===== src/rtl/rc_pkg.sv =====
package rc_pkg;
  typedef enum logic [1:0] {
    ST_RUN     = 2'd0,
    ST_FLUSH   = 2'd1,
    ST_RESTORE = 2'd2,
    ST_HALT    = 2'd3
  } rc_state_t;
endpackage


===== src/rtl/rc_ckpt_store.sv =====
module rc_ckpt_store #(
  parameter int ADDR_W = 32,
  parameter int REG_W = 8,
  parameter int NREG = 4,
  parameter int PC_STEP = 4,
  parameter logic [ADDR_W-1:0] RESET_PC = '0
) (
  input  logic                    clk,
  input  logic                    rst,
  input  logic                    wr_en,
  input  logic [ADDR_W-1:0]       wr_pc,
  input  logic [NREG*REG_W-1:0]   wr_regs,
  output logic [ADDR_W-1:0]       ck_pc,
  output logic [NREG*REG_W-1:0]   ck_regs
);
  localparam logic [ADDR_W-1:0] STEP = ADDR_W'(PC_STEP);

  always_ff @(posedge clk) begin
    if (rst) ck_pc <= RESET_PC;
    else if (wr_en) ck_pc <= wr_pc + STEP;
  end

  // one saved lane per architectural register
  for (genvar g = 0; g < NREG; g++) begin : g_lane
    always_ff @(posedge clk) begin
      if (rst) ck_regs[g*REG_W +: REG_W] <= '0;
      else if (wr_en) ck_regs[g*REG_W +: REG_W] <= wr_regs[g*REG_W +: REG_W];
    end
  end
endmodule


===== src/rtl/rc_retry_cnt.sv =====
module rc_retry_cnt #(
  parameter int RETRY_MAX = 3
) (
  input  logic clk,
  input  logic rst,
  input  logic clr,
  input  logic inc,
  output logic exhausted
);
  localparam int CNT_W = $clog2(RETRY_MAX + 1);
  localparam logic [CNT_W-1:0] LIMIT = CNT_W'(RETRY_MAX);

  logic [CNT_W-1:0] cnt;

  always_ff @(posedge clk) begin
    if (rst || clr) cnt <= '0;
    else if (inc && cnt != LIMIT) cnt <= cnt + 1'b1;
  end

  assign exhausted = (cnt == LIMIT);
endmodule


===== src/rtl/rc_seq.sv =====
module rc_seq
  import rc_pkg::*;
#(
  parameter int ADDR_W = 32,
  parameter int SNAP_W = 32
) (
  input  logic               clk,
  input  logic               rst,
  input  logic               req_err,
  input  logic               req_mis,
  input  logic               exhausted,
  input  logic [ADDR_W-1:0]  ck_pc,
  input  logic [SNAP_W-1:0]  ck_regs,
  output logic               running,
  output logic               issue_stall,
  output logic               flush,
  output logic               restart_valid,
  output logic [ADDR_W-1:0]  restart_pc,
  output logic [SNAP_W-1:0]  restore_regs,
  output logic               fatal
);
  rc_state_t state;

  assign running = (state == ST_RUN);

  always_ff @(posedge clk) begin
    if (rst) begin
      state         <= ST_RUN;
      issue_stall   <= 1'b0;
      flush         <= 1'b0;
      restart_valid <= 1'b0;
      restart_pc    <= '0;
      restore_regs  <= '0;
      fatal         <= 1'b0;
    end else begin
      case (state)
        ST_RUN: begin
          flush         <= 1'b0;
          restart_valid <= 1'b0;
          if (req_err && exhausted) begin
            state       <= ST_HALT;
            fatal       <= 1'b1;
            issue_stall <= 1'b1;
          end else if (req_err || req_mis) begin
            state       <= ST_FLUSH;
            flush       <= 1'b1;
            issue_stall <= 1'b1;
          end else begin
            issue_stall <= 1'b0;
          end
        end
        ST_FLUSH: begin
          flush         <= 1'b0;
          restart_valid <= 1'b1;
          restart_pc    <= ck_pc;
          restore_regs  <= ck_regs;
          state         <= ST_RESTORE;
        end
        ST_RESTORE: begin
          restart_valid <= 1'b0;
          issue_stall   <= 1'b0;
          state         <= ST_RUN;
        end
        default: begin
          issue_stall <= 1'b1;
          fatal       <= 1'b1;
        end
      endcase
    end
  end
endmodule


===== src/rtl/retry_ctrl.sv =====
module retry_ctrl #(
  parameter int ADDR_W = 32,
  parameter int REG_W = 8,
  parameter int NREG = 4,
  parameter int ERR_N = 4,
  parameter int RETRY_MAX = 3,
  parameter int PC_STEP = 4,
  parameter logic [ADDR_W-1:0] RESET_PC = '0
) (
  input  logic                   clk,
  input  logic                   rst,
  input  logic                   cm_valid,
  input  logic [ADDR_W-1:0]      cm_pc,
  input  logic [NREG*REG_W-1:0]  cm_regs,
  input  logic [ERR_N-1:0]       err_in,
  input  logic                   mispred,
  output logic                   issue_stall,
  output logic                   flush,
  output logic                   restart_valid,
  output logic [ADDR_W-1:0]      restart_pc,
  output logic [NREG*REG_W-1:0]  restore_regs,
  output logic                   fatal
);
  localparam int SNAP_W = NREG * REG_W;

  logic              err_any, running, exhausted, commit_ok, cnt_inc;
  logic [ADDR_W-1:0] ck_pc;
  logic [SNAP_W-1:0] ck_regs;

  assign err_any   = |err_in;
  assign commit_ok = running && cm_valid && !err_any && !mispred;
  assign cnt_inc   = running && err_any;

  rc_ckpt_store #(
    .ADDR_W(ADDR_W), .REG_W(REG_W), .NREG(NREG),
    .PC_STEP(PC_STEP), .RESET_PC(RESET_PC)
  ) u_store (
    .clk(clk), .rst(rst), .wr_en(commit_ok), .wr_pc(cm_pc),
    .wr_regs(cm_regs), .ck_pc(ck_pc), .ck_regs(ck_regs)
  );

  rc_retry_cnt #(.RETRY_MAX(RETRY_MAX)) u_cnt (
    .clk(clk), .rst(rst), .clr(commit_ok), .inc(cnt_inc),
    .exhausted(exhausted)
  );

  rc_seq #(.ADDR_W(ADDR_W), .SNAP_W(SNAP_W)) u_seq (
    .clk(clk), .rst(rst), .req_err(err_any), .req_mis(mispred),
    .exhausted(exhausted), .ck_pc(ck_pc), .ck_regs(ck_regs),
    .running(running), .issue_stall(issue_stall), .flush(flush),
    .restart_valid(restart_valid), .restart_pc(restart_pc),
    .restore_regs(restore_regs), .fatal(fatal)
  );
endmodule


===== config.mk =====
export PLATFORM = sky130hd
export DESIGN_NAME = retry_ctrl
export DESIGN_NICKNAME = d
export VERILOG_FILES = /design/src/rtl/rc_pkg.sv /design/src/rtl/rc_ckpt_store.sv /design/src/rtl/rc_retry_cnt.sv /design/src/rtl/rc_seq.sv /design/src/rtl/retry_ctrl.sv
export SDC_FILE = /design/constraint.sdc
export NUM_CORES = 1
export LEC_CHECK = 0
export ABC_CLOCK_PERIOD_IN_PS = 6000
export BUFFER_PORTS_ARGS = -buffer_cell sky130_fd_sc_hd__buf_4
export CORE_ASPECT_RATIO = 0.5
export CORE_MARGIN = 2
export CORE_UTILIZATION = 40
export CTS_CLUSTER_SIZE = 8
export DETAILED_ROUTE_END_ITERATION = 16
export GPL_ROUTABILITY_DRIVEN = 0
export GPL_TIMING_DRIVEN = 1
export MAX_ROUTING_LAYER = met4
export REMOVE_ABC_BUFFERS = 1
export SETUP_SLACK_MARGIN = 0.1
export SYNTH_ARGS = -nofsm -noshare
export SYNTH_HDL_FRONTEND = slang
export SYNTH_SLANG_ARGS = --single-unit

===== constraint.sdc =====
create_clock -name clk -period 6 [get_ports clk]
set_input_delay 0.3 -clock clk [delete_from_list [all_inputs] [get_ports clk]]
set_output_delay 0.3 -clock clk [all_outputs]
set_load 0.05 [all_outputs]

After elaboration in Yosys (flattened, before gate mapping)
Index checks and enable logic that the tools add are counted.
- muxes and demuxes: 11
- equal/unequal tests: 6
- reduce and logical (&&, ||, !) cells: 19
- add/sub/neg operators: 2
- bitwise operators: 1
- operators with widths (cell ; number):
    $add A32 B3 Y32 const B ; 1
    $logic_and A1 B1 Y1 ; 6
    $pmux W1 S2 ; 3
    $pmux W2 S3 ; 1
    $eq A2 B2 Y1 const B ; 2
    $mux W1 ; 4
    $mux W2 ; 2
    $reduce_and A2 Y1 ; 2
    $reduce_bool A2 Y1 ; 2
    $reduce_or A2 Y1 ; 2
    $reduce_or A4 Y1 ; 1
    $ne A3 B1 Y1 const B ; 1
    $pmux W1 S3 ; 1
    $reduce_bool A3 Y1 ; 1
    $add A2 B1 Y2 const B ; 1
    $eq A2 B1 Y1 const B ; 1
    $logic_not A1 Y1 ; 2
    $logic_not A2 Y1 ; 1
    $logic_or A1 B1 Y1 ; 2
    $ne A2 B1 Y1 const B ; 1
    $ne A2 B2 Y1 const B ; 1
    $not A1 Y1 ; 1
- word-level logic and storage cells: 52
- bits of input ports: 72
- register bits after elaboration: 136
- output and inout bits: 68

Longest topological paths before layout
Gate-level depths: netlist of run 1.
- word-level depth: 5
- mapped depth: 8
- mapped depth without buffers: 6

By module
Synthesis of run 1 repeated with hierarchy kept, for this count alone.
- cell total of the unflattened synthesis: 571
- area, all modules: 5597.9 um^2
- by module, submodules not included (module ; instances ; area an instance (um^2) ; seq. area each (um^2) ; cells each):
    rc_ckpt_store ; 1 ; 2846.5 ; 1281.2 ; 316
    rc_seq ; 1 ; 2612.5 ; 1401.3 ; 243
    rc_retry_cnt ; 1 ; 105.1 ; 40.0 ; 8
    retry_ctrl ; 1 ; 33.8 ; 0.0 ; 4

Worst setup path after synthesis of run 1
Ideal clock, no wire load.
- kind: register to register
- start point: register u_seq.state[1]
- end point: register u_seq.restart_pc[12]
- path slack: 4.069 ns
- library setup time: 0.128 ns
- buffers on the path: 3
- arrival time: 1.803 ns
- cell stages (with the launch flop): 8
- path through: dfxtp_1 -> inv_1 -> ha_1 -> clkbuf_1 -> buf_1 -> buf_1 -> mux2i_1 -> nor2_1
- word-level cells in the longest chain between the ends: 1
- ends and longest elaborated chain (what ; RTL line ; RTL):
    start, declared ; rc_seq.sv:22 ; rc_state_t state;
    start signal, assigned ; rc_seq.sv:28 ; state <= ST_RUN;
    start signal, assigned ; rc_seq.sv:41 ; state <= ST_HALT;
    start signal, assigned ; rc_seq.sv:45 ; state <= ST_FLUSH;
    $eq A2 B1 Y1 ; rc_seq.sv:36 ; case (state)
    end signal, assigned ; rc_seq.sv:55 ; restart_pc <= ck_pc;
    end, declared ; rc_seq.sv:18 ; output logic [ADDR_W-1:0] restart_pc,
Every way passes these cells.
A chain may end at the register's enable or synchronous reset.

Final worst setup path of run 1
- start point: register u_seq.state[0]
- end point: register u_store.ck_pc[29]
- word-level cells in the longest chain between the ends: 4
- ends and longest elaborated chain (what ; RTL line ; RTL):
    $logic_not A2 Y1 ; rc_seq.sv:24 ; assign running = (state == ST_RUN);
    $logic_and A1 B1 Y1 (3 in series) ; retry_ctrl.sv:31 ; assign commit_ok = running && cm_valid && !err_any && !mispred;
    end signal, assigned ; rc_ckpt_store.sv:20 ; else if (wr_en) ck_pc <= wr_pc + STEP;
    end, declared ; rc_ckpt_store.sv:13 ; output logic [ADDR_W-1:0] ck_pc,
Every way passes these cells.

==> impl_metrics.tcl, run 1 <==
set metrics [dict create \
    cts_resized 0 \
    slowest_stage "and3_2" \
    dieWidth_microns 169 \
    worst_pin_slew_ns 1.26 \
    cts_tree "yes" \
    fin_crit_ns 2.99 \
    finalHoldViolCount 0 \
    wl_per_cell_microns 14.1 \
    io_buffers 139 \
    finalCritPeriodShare_pct 49.8 \
    rrSetupSlack_ns 3.01 \
    critical_path_class "reg -> reg" \
    seq_area_sq_um 2720 \
    cts-root-buf "clkbuf_16" \
    yosysSeqAreaShare_pct 49.8 \
    antenna_cells 0 \
    area_growth_pct 32.2 \
    vdd_ir_drop_max_v 0.000245 \
    status "complete, no violations" \
    initial_core_util_pct 40.7 \
    whs_ns 0.108 \
    grt_setup_unrepaired "false" \
    grt_pass1_vias 4196 \
    critPathMaxFanout 52 \
    ys.flop_type "dfxtp_1" \
    critPathCaptureType "register" \
    syn_inst 605 \
    cts.sinks 136 \
    netlist_area_sq_um 5470 \
    synth.most_common_cell "dfxtp_1" \
    fin_ws_ns 3.01 \
    fin_util_pct 53.8 \
    nets 806 \
    grt_overflow_total 0 \
    maxSlewViolCount 0 \
    die_h_microns 86.7 \
    grt_usage_pct 17.9 \
    cts_buffers 17 \
    setup_viol 0 \
    yosysTopAreaCell "dfxtp_1" \
    num_rows 30 \
    max_freq_mhz 335 \
    p_per_area_nw_per_um2 353 \
    place_hpwl_microns 8420 \
    start_kind "register" \
    multi_input_area_sq_um 2590 \
    vias 4538 \
    io_pins 140 \
    finalSetupTns_ns 0 \
    avgSynthCellArea_sq_um 9.04 \
    wl_microns 12900 \
    place_ws_ns 2.77 \
    p_leak_nw 2.88 \
    path_clk_slew_ns 0.06 \
    ys_ff_latch 136 \
    crit_chain "inv_1 -> ha_1 -> nor2b_1 -> and3_2 -> buf_4 -> and4_1 -> nor4_1" \
    synth_edf_count 0 \
    drt-pass1-iter-count 4 \
    drt_iter0_drc 205 \
    cp_data_arrival_time_ns 3.25 \
    cap_viol_max_count 0 \
    yosysWarnings 0 \
    die-area_sq_um 14700 \
    synth_top_area_share_pct 49.8 \
    cts_setup_buffers 0 \
    clk_latency_ns 0.41 \
    via_per_inst 4.95 \
    async_flop_share_pct 0 \
    worstPathRequired_ns 6.26 \
    crit_family "simple AND/OR/NAND/NOR gates" \
    ys_top_cells_by_area "dfxtp_1 (50%), mux2i_1 (12%), nor2_1 (7.3%), nand2_1 (5.4%), a21oi_1 (3.8%)" \
    antenna_found_initial 0 \
    grt_start_max_net_pins 85 \
    htree_levels 4 \
    grt_first_pass_wirelength_microns 20600 \
    ys_types 38 \
    clockBufferDepth 2 \
    drtAntennaViolNets 0 \
    synthTopCellsByCount "dfxtp_1 (136), nor2_1 (106), nand2_1 (78)" \
    drive_gt1_share_pct 24.9 \
    drc_errors 0 \
    fin_worst_skew_ns 0.00973 \
    cpPeakStageDelay_ns 0.91 \
    slew_headroom_pct 15.3 \
    core-area_sq_um 13400 \
    cts_hold_buf 0 \
    path_buf_inv 2 \
    hp-class "in -> reg" \
    n_fill_cell 1273 \
]
## sequential cells by signal, indices dropped and copies added, names as in the netlist, 2 cells and up
signal,cells
u_seq.restore_regs,32
u_cnt.cnt,2
u_seq.restart_pc,32
u_store.ck_pc,32
u_seq.state,2
u_store.ck_regs,32
## layout by cell type, fill, tap and decap left out, drive strengths merged
cell type,instances
o21ai,4
nor4,11
o21bai,2
mux2i,65
clkinv,5
xor2,5
or4,5
a311oi,7
a2111oi,2
buf,142
clkbuf,18
o31ai,2
nand2,78
nand3,10
or4b,1
nor2,106
a31oi,1
or3,4
and4,8
and3,4
o41ai,2
nor2b,1
nor3,8
nand3b,2
a21bo,1
a31o,1
inv,9
nand4,11
a21oi,42
ha,7
dfxtp,136
a221oi,1
xnor2,8
and2,3
clkinvlp,3
bufinv,3
a211oi,22
## path summary, 6_finish.rpt
check / cells after the start / start / endpoint
setup reg to reg: 7 / u_seq.state[0] / u_store.ck_pc[29]
hold reg to reg: 2 / u_store.ck_regs[5] / u_store.ck_regs[5]
setup / recovery: 7 / u_seq.state[0] / u_store.ck_pc[29]
hold / removal: 2 / cm_pc[2] / u_store.ck_pc[2]
## through the flow
| stage | std cells | power (mW) | area [sq um] |
|---|---|---|---|
| 2_1_floorplan | 566 | 1.38 | 5310 |
| 3_3_place_gp | 884 | 1.50 | 6620 |
| 3_5_place_dp | 884 | 1.50 | 6620 |
| 4_1_cts | 916 | 2.58 | 7230 |
| 5_1_grt | 916 | 2.66 | 7230 |
| 6_report | 916 | 2.55 | 7230 |
## cell type report
class                   count  area share, %
clock buffers              18           6.07
clock inverters            14           2.37
inverters                   6          0.312
multi-input cells         424           35.8
flip-flops and latches    136           37.7
well taps                 176           3.05
repair buffers            142           14.7
## per-layer routing
metal | vias up | share of wire [%] | GRT usage, %
met4 | 0 | 0.81 | 4.97
met5 | - | 0 | -
met2 | 69 | 48 | 29.3
met1 | 2095 | 48 | 22.5
li1 | 2366 | - | -
met3 | 8 | 3.3 | 4.16
## cell families (layout without fill, tap and decap cells)
logic type / after synthesis / in the layout / share of synthesized area (%)
adder cells (fa/ha/maj): 7 / 7 / 1.60
AND/OR/NAND/NOR: 252 / 252 / 21.0
multiplexers: 65 / 65 / 11.9
flip-flops: 136 / 136 / 49.8
XOR/XNOR: 13 / 13 / 2.08
AO/OA/AOI/OAI: 87 / 87 / 10.3
buffers and inverters: 45 / 180 / 3.32
## power by group
part	leakage, nW	switching, mW	total (mW)	internal [mW]
Sequential	1.10	0.0236	0.960	0.937
Clock	0.293	0.407	1.08	0.668
Combinational	1.49	0.298	0.517	0.219
Power figures use the tool's default switching activity.
==> run 2: changes to the inputs <==
--- a/config.mk
+++ b/config.mk
@@ -5,7 +5,7 @@
 export SDC_FILE = /design/constraint.sdc
 export NUM_CORES = 1
 export LEC_CHECK = 0
-export ABC_CLOCK_PERIOD_IN_PS = 6000
+export ABC_CLOCK_PERIOD_IN_PS = 2800
 export BUFFER_PORTS_ARGS = -buffer_cell sky130_fd_sc_hd__buf_4
 export CORE_ASPECT_RATIO = 0.5
 export CORE_MARGIN = 2
==> constraint.sdc (replaced) <==
create_clock -name clk -period 2.8 [get_ports clk]
set_input_delay 0.14 -clock clk [delete_from_list [all_inputs] [get_ports clk]]
set_output_delay 0.14 -clock clk [all_outputs]
set_load 0.05 [all_outputs]
==> impl_metrics.tcl, run 2 (same netlist as run 1, synthesis figures left out) <==
set metrics [dict create \
    status "complete, no violations" \
    min_to "u_store.ck_pc[19]" \
    reg2reg_depth 7 \
    slowest_stage "nand3_2" \
    hp-class "in -> reg" \
    htree_levels 4 \
    p_total_mw 5.79 \
    power.switching_mw 1.55 \
    mostFrequentLayoutCell "buf_4" \
    dieWidth_microns 169 \
    nets 849 \
    fin_crit_ns 2.21 \
    critPathMaxFanout 25 \
    cp_data_arrival_time_ns 2.50 \
    antenna_cells 0 \
    via_per_inst 4.97 \
    timing.rr.start "u_seq.state[1]" \
    vias 4763 \
    io_buffers 139 \
    cts-root-buf "clkbuf_16" \
    holdPathStages 3 \
    p_int_mw 4.24 \
    whs_ns 0.0291 \
    grt_overflow_total 0 \
    core-area_sq_um 13400 \
    rrSetupSlack_ns 0.59 \
    slew_headroom_pct 50.6 \
    cts_tree "yes" \
    pwr-share-clk_pct 44.2 \
    area_growth_pct 41.7 \
    maxSlewViolCount 0 \
    max_freq_mhz 453 \
    finalHoldViolCount 0 \
    r2r-end "u_store.ck_regs[30]" \
    grt_first_pass_wirelength_microns 21400 \
    p_leak_nw 3.11 \
    wl_microns 13300 \
    min_from "cm_pc[19]" \
    fin_worst_skew_ns 0.0107 \
    cts_setup_buffers 0 \
    worst_pin_slew_ns 0.741 \
    grt_pass1_vias 4364 \
    path_clk_slew_ns 0.06 \
    cts.sinks 136 \
    finalCritPeriodShare_pct 78.8 \
    worstPathRequired_ns 3.09 \
    wl_per_cell_microns 13.9 \
    grt_start_max_net_pins 69 \
    p_seq_share_pct 35.5 \
    antenna_found_initial 0 \
    vdd_ir_drop_max_v 0.000423 \
    combPwrFrac_pct 20.3 \
    grt_usage_pct 18.7 \
    die_h_microns 86.7 \
    crit_chain "inv_1 -> ha_1 -> nor2b_1 -> nand3_2 -> buf_4 -> nand2_1 -> a21oi_1" \
    critical_path_class "reg -> reg" \
    grt_setup_unrepaired "false" \
    setup_viol 0 \
    drt-pass1-iter-count 4 \
    io_pins 140 \
    layout_common_cells "buf_4 (147), dfxtp_1 (136), nor2_1 (106)" \
    p_per_area_nw_per_um2 747 \
    drtAntennaViolNets 0 \
    initial_core_util_pct 40.7 \
    die-area_sq_um 14700 \
    cap_viol_max_count 0 \
    clockBufferDepth 2 \
    drt_iter0_drc 236 \
    cts_buffers 17 \
    start_kind "register" \
    critPathCaptureType "register" \
    place_hpwl_microns 8740 \
    drive_gt1_share_pct 24.4 \
    netSwitchingFraction_pct 26.8 \
    cpPeakStageDelay_ns 0.47 \
    num_rows 30 \
    drc_errors 0 \
    clk_latency_ns 0.41 \
]
run 2: cell count changes in the layout (fill, tap and decap cells not counted), sizes merged:
cell         delta
clkbuf          +5
bufinv          +2
inv             -1
buf             +8
clkinvlp        -2
dlygate4sd3    +35
clkinv          -4
run 2: how the worst max path moves through the flow:
stage / from / endpoint / slack, ns / cells after the start
after global routing: u_seq.state[1] / u_store.ck_pc[23] / 0.37 / 6
after global placement: u_seq.state[1] / u_store.ck_regs[0] / 0.68 / 7
after floorplan: u_seq.state[1] / u_seq.state[1] / -0.34 / 4
after detailed placement: u_seq.state[1] / u_store.ck_regs[31] / 0.62 / 7
after CTS: u_seq.state[1] / u_store.ck_regs[31] / 0.60 / 7
final: u_seq.state[1] / u_store.ck_regs[30] / 0.59 / 7
run 2: critical path: cells and delay by family (launching register included):
kind            cells  cell delay [ns]
flops               1             0.35
simple gates        3             0.86
buf+inv             2             0.52
compound gates      1             0.06
fa+ha+maj           1             0.27
run 2: repair_timing:
item	CTS	global route
resized for setup	0	0
hold endpoints to repair	35	0
hold buffers	35	0
run 2: layout make-up:
| type | instances | area (sq um) |
|---|---|---|
| multi-input cells | 424 | 2590 |
| clock buffers | 23 | 498 |
| flip-flops and latches | 136 | 2720 |
| fillers | 1234 | 5690 |
| well taps | 176 | 220 |
| repair buffers | 185 | 1510 |
| inverters | 6 | 22.5 |
| clock inverters | 9 | 184 |
run 2: power by group through the flow:
stage | combinational, mW | clock [mW] | sequential (mW)
5_1_grt | 1.26 | 2.69 | 2.07
3_5_place_dp | 1.15 | 0 | 2.10
6_report | 1.17 | 2.56 | 2.06
4_1_cts | 1.19 | 2.61 | 2.06
2_1_floorplan | 0.759 | 0 | 2.20
3_3_place_gp | 1.15 | 0 | 2.10
run 2: layer usage:
layer  share of wire, %  global-route usage (%)  wire length, microns  vias to the layer above
met5                  0                       -                     0                        -
met4                1.8                    7.38                   238                        0
met3                3.4                    3.29                   454                       22
met2                 48                    30.5                  6370                       89
met1                 47                    23.3                  6260                     2213
li1                   -                       -                     -                     2439
run 2: per-stage QoR:
| stage | setup TNS (ns) | instance area (sq um) | setup slack, ns | instances | utilization (%) |
|---|---|---|---|---|---|
| global route | 0 | 7750 | 0.371 | 959 | 57.7 |
| floorplan | -27.94 | 5310 | -0.341 | 566 | - |
| detailed placement | 0 | 6720 | 0.621 | 892 | 50.0 |
| finish | 0 | 7750 | 0.593 | 959 | 57.7 |
| CTS | 0 | 7750 | 0.602 | 959 | 57.7 |
| global placement | 0 | 6720 | 0.675 | 892 | 50.0 |
==> run 3: changes to the inputs <==
--- a/config.mk
+++ b/config.mk
@@ -5,7 +5,8 @@
 export SDC_FILE = /design/constraint.sdc
 export NUM_CORES = 1
 export LEC_CHECK = 0
-export ABC_CLOCK_PERIOD_IN_PS = 2800
+export ABC_AREA = 1
+export ABC_CLOCK_PERIOD_IN_PS = 2200
 export BUFFER_PORTS_ARGS = -buffer_cell sky130_fd_sc_hd__buf_4
 export CORE_ASPECT_RATIO = 0.5
 export CORE_MARGIN = 2
==> constraint.sdc (replaced) <==
create_clock -name clk -period 2.2 [get_ports clk]
set_input_delay 0.11 -clock clk [delete_from_list [all_inputs] [get_ports clk]]
set_output_delay 0.11 -clock clk [all_outputs]
set_load 0.05 [all_outputs]
==> impl_metrics.tcl, run 3 <==
set metrics [dict create \
    critPathMaxFanout 60 \
    critical_path_class "reg -> reg" \
    async_flop_share_pct 0 \
    ys_ff_latch 136 \
    cts_setup_buffers 0 \
    cts-root-buf "clkbuf_16" \
    grt_usage_pct 21.2 \
    critPathCaptureType "register" \
    vias 5509 \
    placed_cells 1110 \
    io_pins 140 \
    nets 1054 \
    die_h_microns 88.1 \
    cp_data_arrival_time_ns 2.16 \
    ys.flop_type "dfxtp_1" \
    path_clk_slew_ns 0.06 \
    status "complete, no violations" \
    drt_iter0_drc 339 \
    hp-class "in -> reg" \
    fin_crit_ns 1.82 \
    place_hpwl_microns 9630 \
    cts_tree "yes" \
    fin_ws_ns 0.377 \
    antenna_cells 0 \
    worst_pin_slew_ns 0.646 \
    drt-pass1-iter-count 4 \
    grt_pass1_vias 5288 \
    finalSetupTns_ns 0 \
    drive_gt1_share_pct 19.1 \
    clk_latency_ns 0.42 \
    finalHoldViolCount 0 \
    clockBufferDepth 2 \
    setup_viol 0 \
    fin_worst_skew_ns 0.0124 \
    p_total_mw 10.8 \
    cap_viol_max_count 0 \
    grt_first_pass_wirelength_microns 24700 \
    dieWidth_microns 172 \
    io_buffers 139 \
    wl_per_cell_microns 12.7 \
    maxSlewViolCount 0 \
    grt_setup_unrepaired "false" \
    max_freq_mhz 548 \
    avgSynthCellArea_sq_um 6.96 \
    vdd_ir_drop_max_v 0.000579 \
    area_growth_pct 39.3 \
    num_rows 30 \
    core-area_sq_um 13700 \
    seq_area_sq_um 2720 \
    fin_util_pct 57.7 \
    p_leak_nw 3.74 \
    yosysSeqAreaShare_pct 48.1 \
    multi_input_area_sq_um 2560 \
    ys_top_cells_by_area "dfxtp_1 (48%), nor2_1 (18%), o21ai_0 (11%), nand2_1 (7.1%), inv_1 (3.3%)" \
    start_kind "register" \
    place_area_sq_um 6860 \
    n_fill_cell 1356 \
    ys_types 26 \
    worstPathRequired_ns 2.54 \
    wl_microns 15000 \
    cts_buffers 17 \
    stdcell_count 1180 \
    rrSetupSlack_ns 0.38 \
    mostFrequentLayoutCell "nor2_1" \
    place_ws_ns 0.218 \
    antenna_found_initial 0 \
    fin_area_sq_um 7880 \
    slew_headroom_pct 57.0 \
    yosysTopAreaCell "dfxtp_1" \
    netlist_area_sq_um 5660 \
    layout_common_cells "nor2_1 (273), buf_4 (142), dfxtp_1 (136)" \
    cts.sinks 136 \
    grt_start_max_net_pins 67 \
    syn_inst 813 \
    synth.most_common_cell "nor2_1" \
    yosysWarnings 0 \
    via_per_inst 4.67 \
    drc_errors 0 \
    p_per_area_nw_per_um2 1380 \
    synth_edf_count 0 \
    initial_core_util_pct 41.4 \
    grt_overflow_total 0 \
    whs_ns 0.0124 \
    synth_top_area_share_pct 48.1 \
    synthTopCellsByCount "nor2_1 (273), dfxtp_1 (136), o21ai_0 (121)" \
    die-area_sq_um 15200 \
    finalCritPeriodShare_pct 82.9 \
    htree_levels 4 \
    drtAntennaViolNets 0 \
]
==> run 3: cell types whose count changed in the layout (fill, tap and decap cells not counted), sizes merged, moves of 10 or more <==
cell / delta
mux2i: -65
o21ai: +121
a21oi: -23
inv: +45
nor4: -11
nand2: +30
nand3: +25
a211oi: -22
nand4: -10
nor2: +171
==> run 3: timing repair <==
item,4_1_cts,5_1_grt
endpoints found under the hold margin,38,0
gates resized for setup,0,2
endpoints found under the setup margin,0,12
hold buffers,38,0
==> run 3: where the power goes <==
group | switching, mW | leakage (nW) | internal, mW
Sequential | 0.297 | 1.11 | 3.05
Combinational | 3.14 | 2.33 | 1.29
Clock | 1.12 | 0.300 | 1.94
==> run 3: layer usage <==
metal  track usage, %  wire length [microns]  vias to the layer above
li1                 -                      -                     2898
met1             26.8                   7370                     2507
met2             34.8                   6910                       93
met3             3.84                    548                       11
met4             6.72                    120                        0
met5                -                      0                        -
==> run 3: worst max-delay path, stage by stage (launching register included) <==
cell,delay [ns]
dfxtp_1,0.35
inv_1,0.12
ha_1,0.27
nand4_2,0.17
nor2_4,0.19
buf_12,0.26
nand2_1,0.17
o21ai_0,0.18
==> run 3: cell families after synthesis <==
logic type | count (synthesis) | synth area share (%)
xor gates and xnor gates | 5 | 0.774
buffers and inverters | 92 | 6.68
AOI/OAI and AO/OA | 147 | 13.1
DFF | 136 | 48.1
adders and majority gates | 7 | 1.55
and+or+nand+nor | 426 | 29.7
==> run 3: area by class of cell <==
class                           count  area share, %
Tap cell                          192           3.05
Inverter                           51           2.46
Sequential cell                   136           34.6
Multi-Input combinational cell    585           32.5
Timing Repair Buffer              184           19.4
Clock inverter                     13           2.48
Clock buffer                       19           5.62
==> run 3: path summary, 6_finish.rpt <==
kind / from / end / cells past startpoint
setup / recovery: u_seq.state[0] / u_store.ck_pc[10] / 7
hold / removal: cm_pc[27] / u_store.ck_pc[27] / 5
setup reg to reg: u_seq.state[0] / u_store.ck_pc[10] / 7
hold reg to reg: u_store.ck_pc[5] / u_store.ck_pc[5] / 2
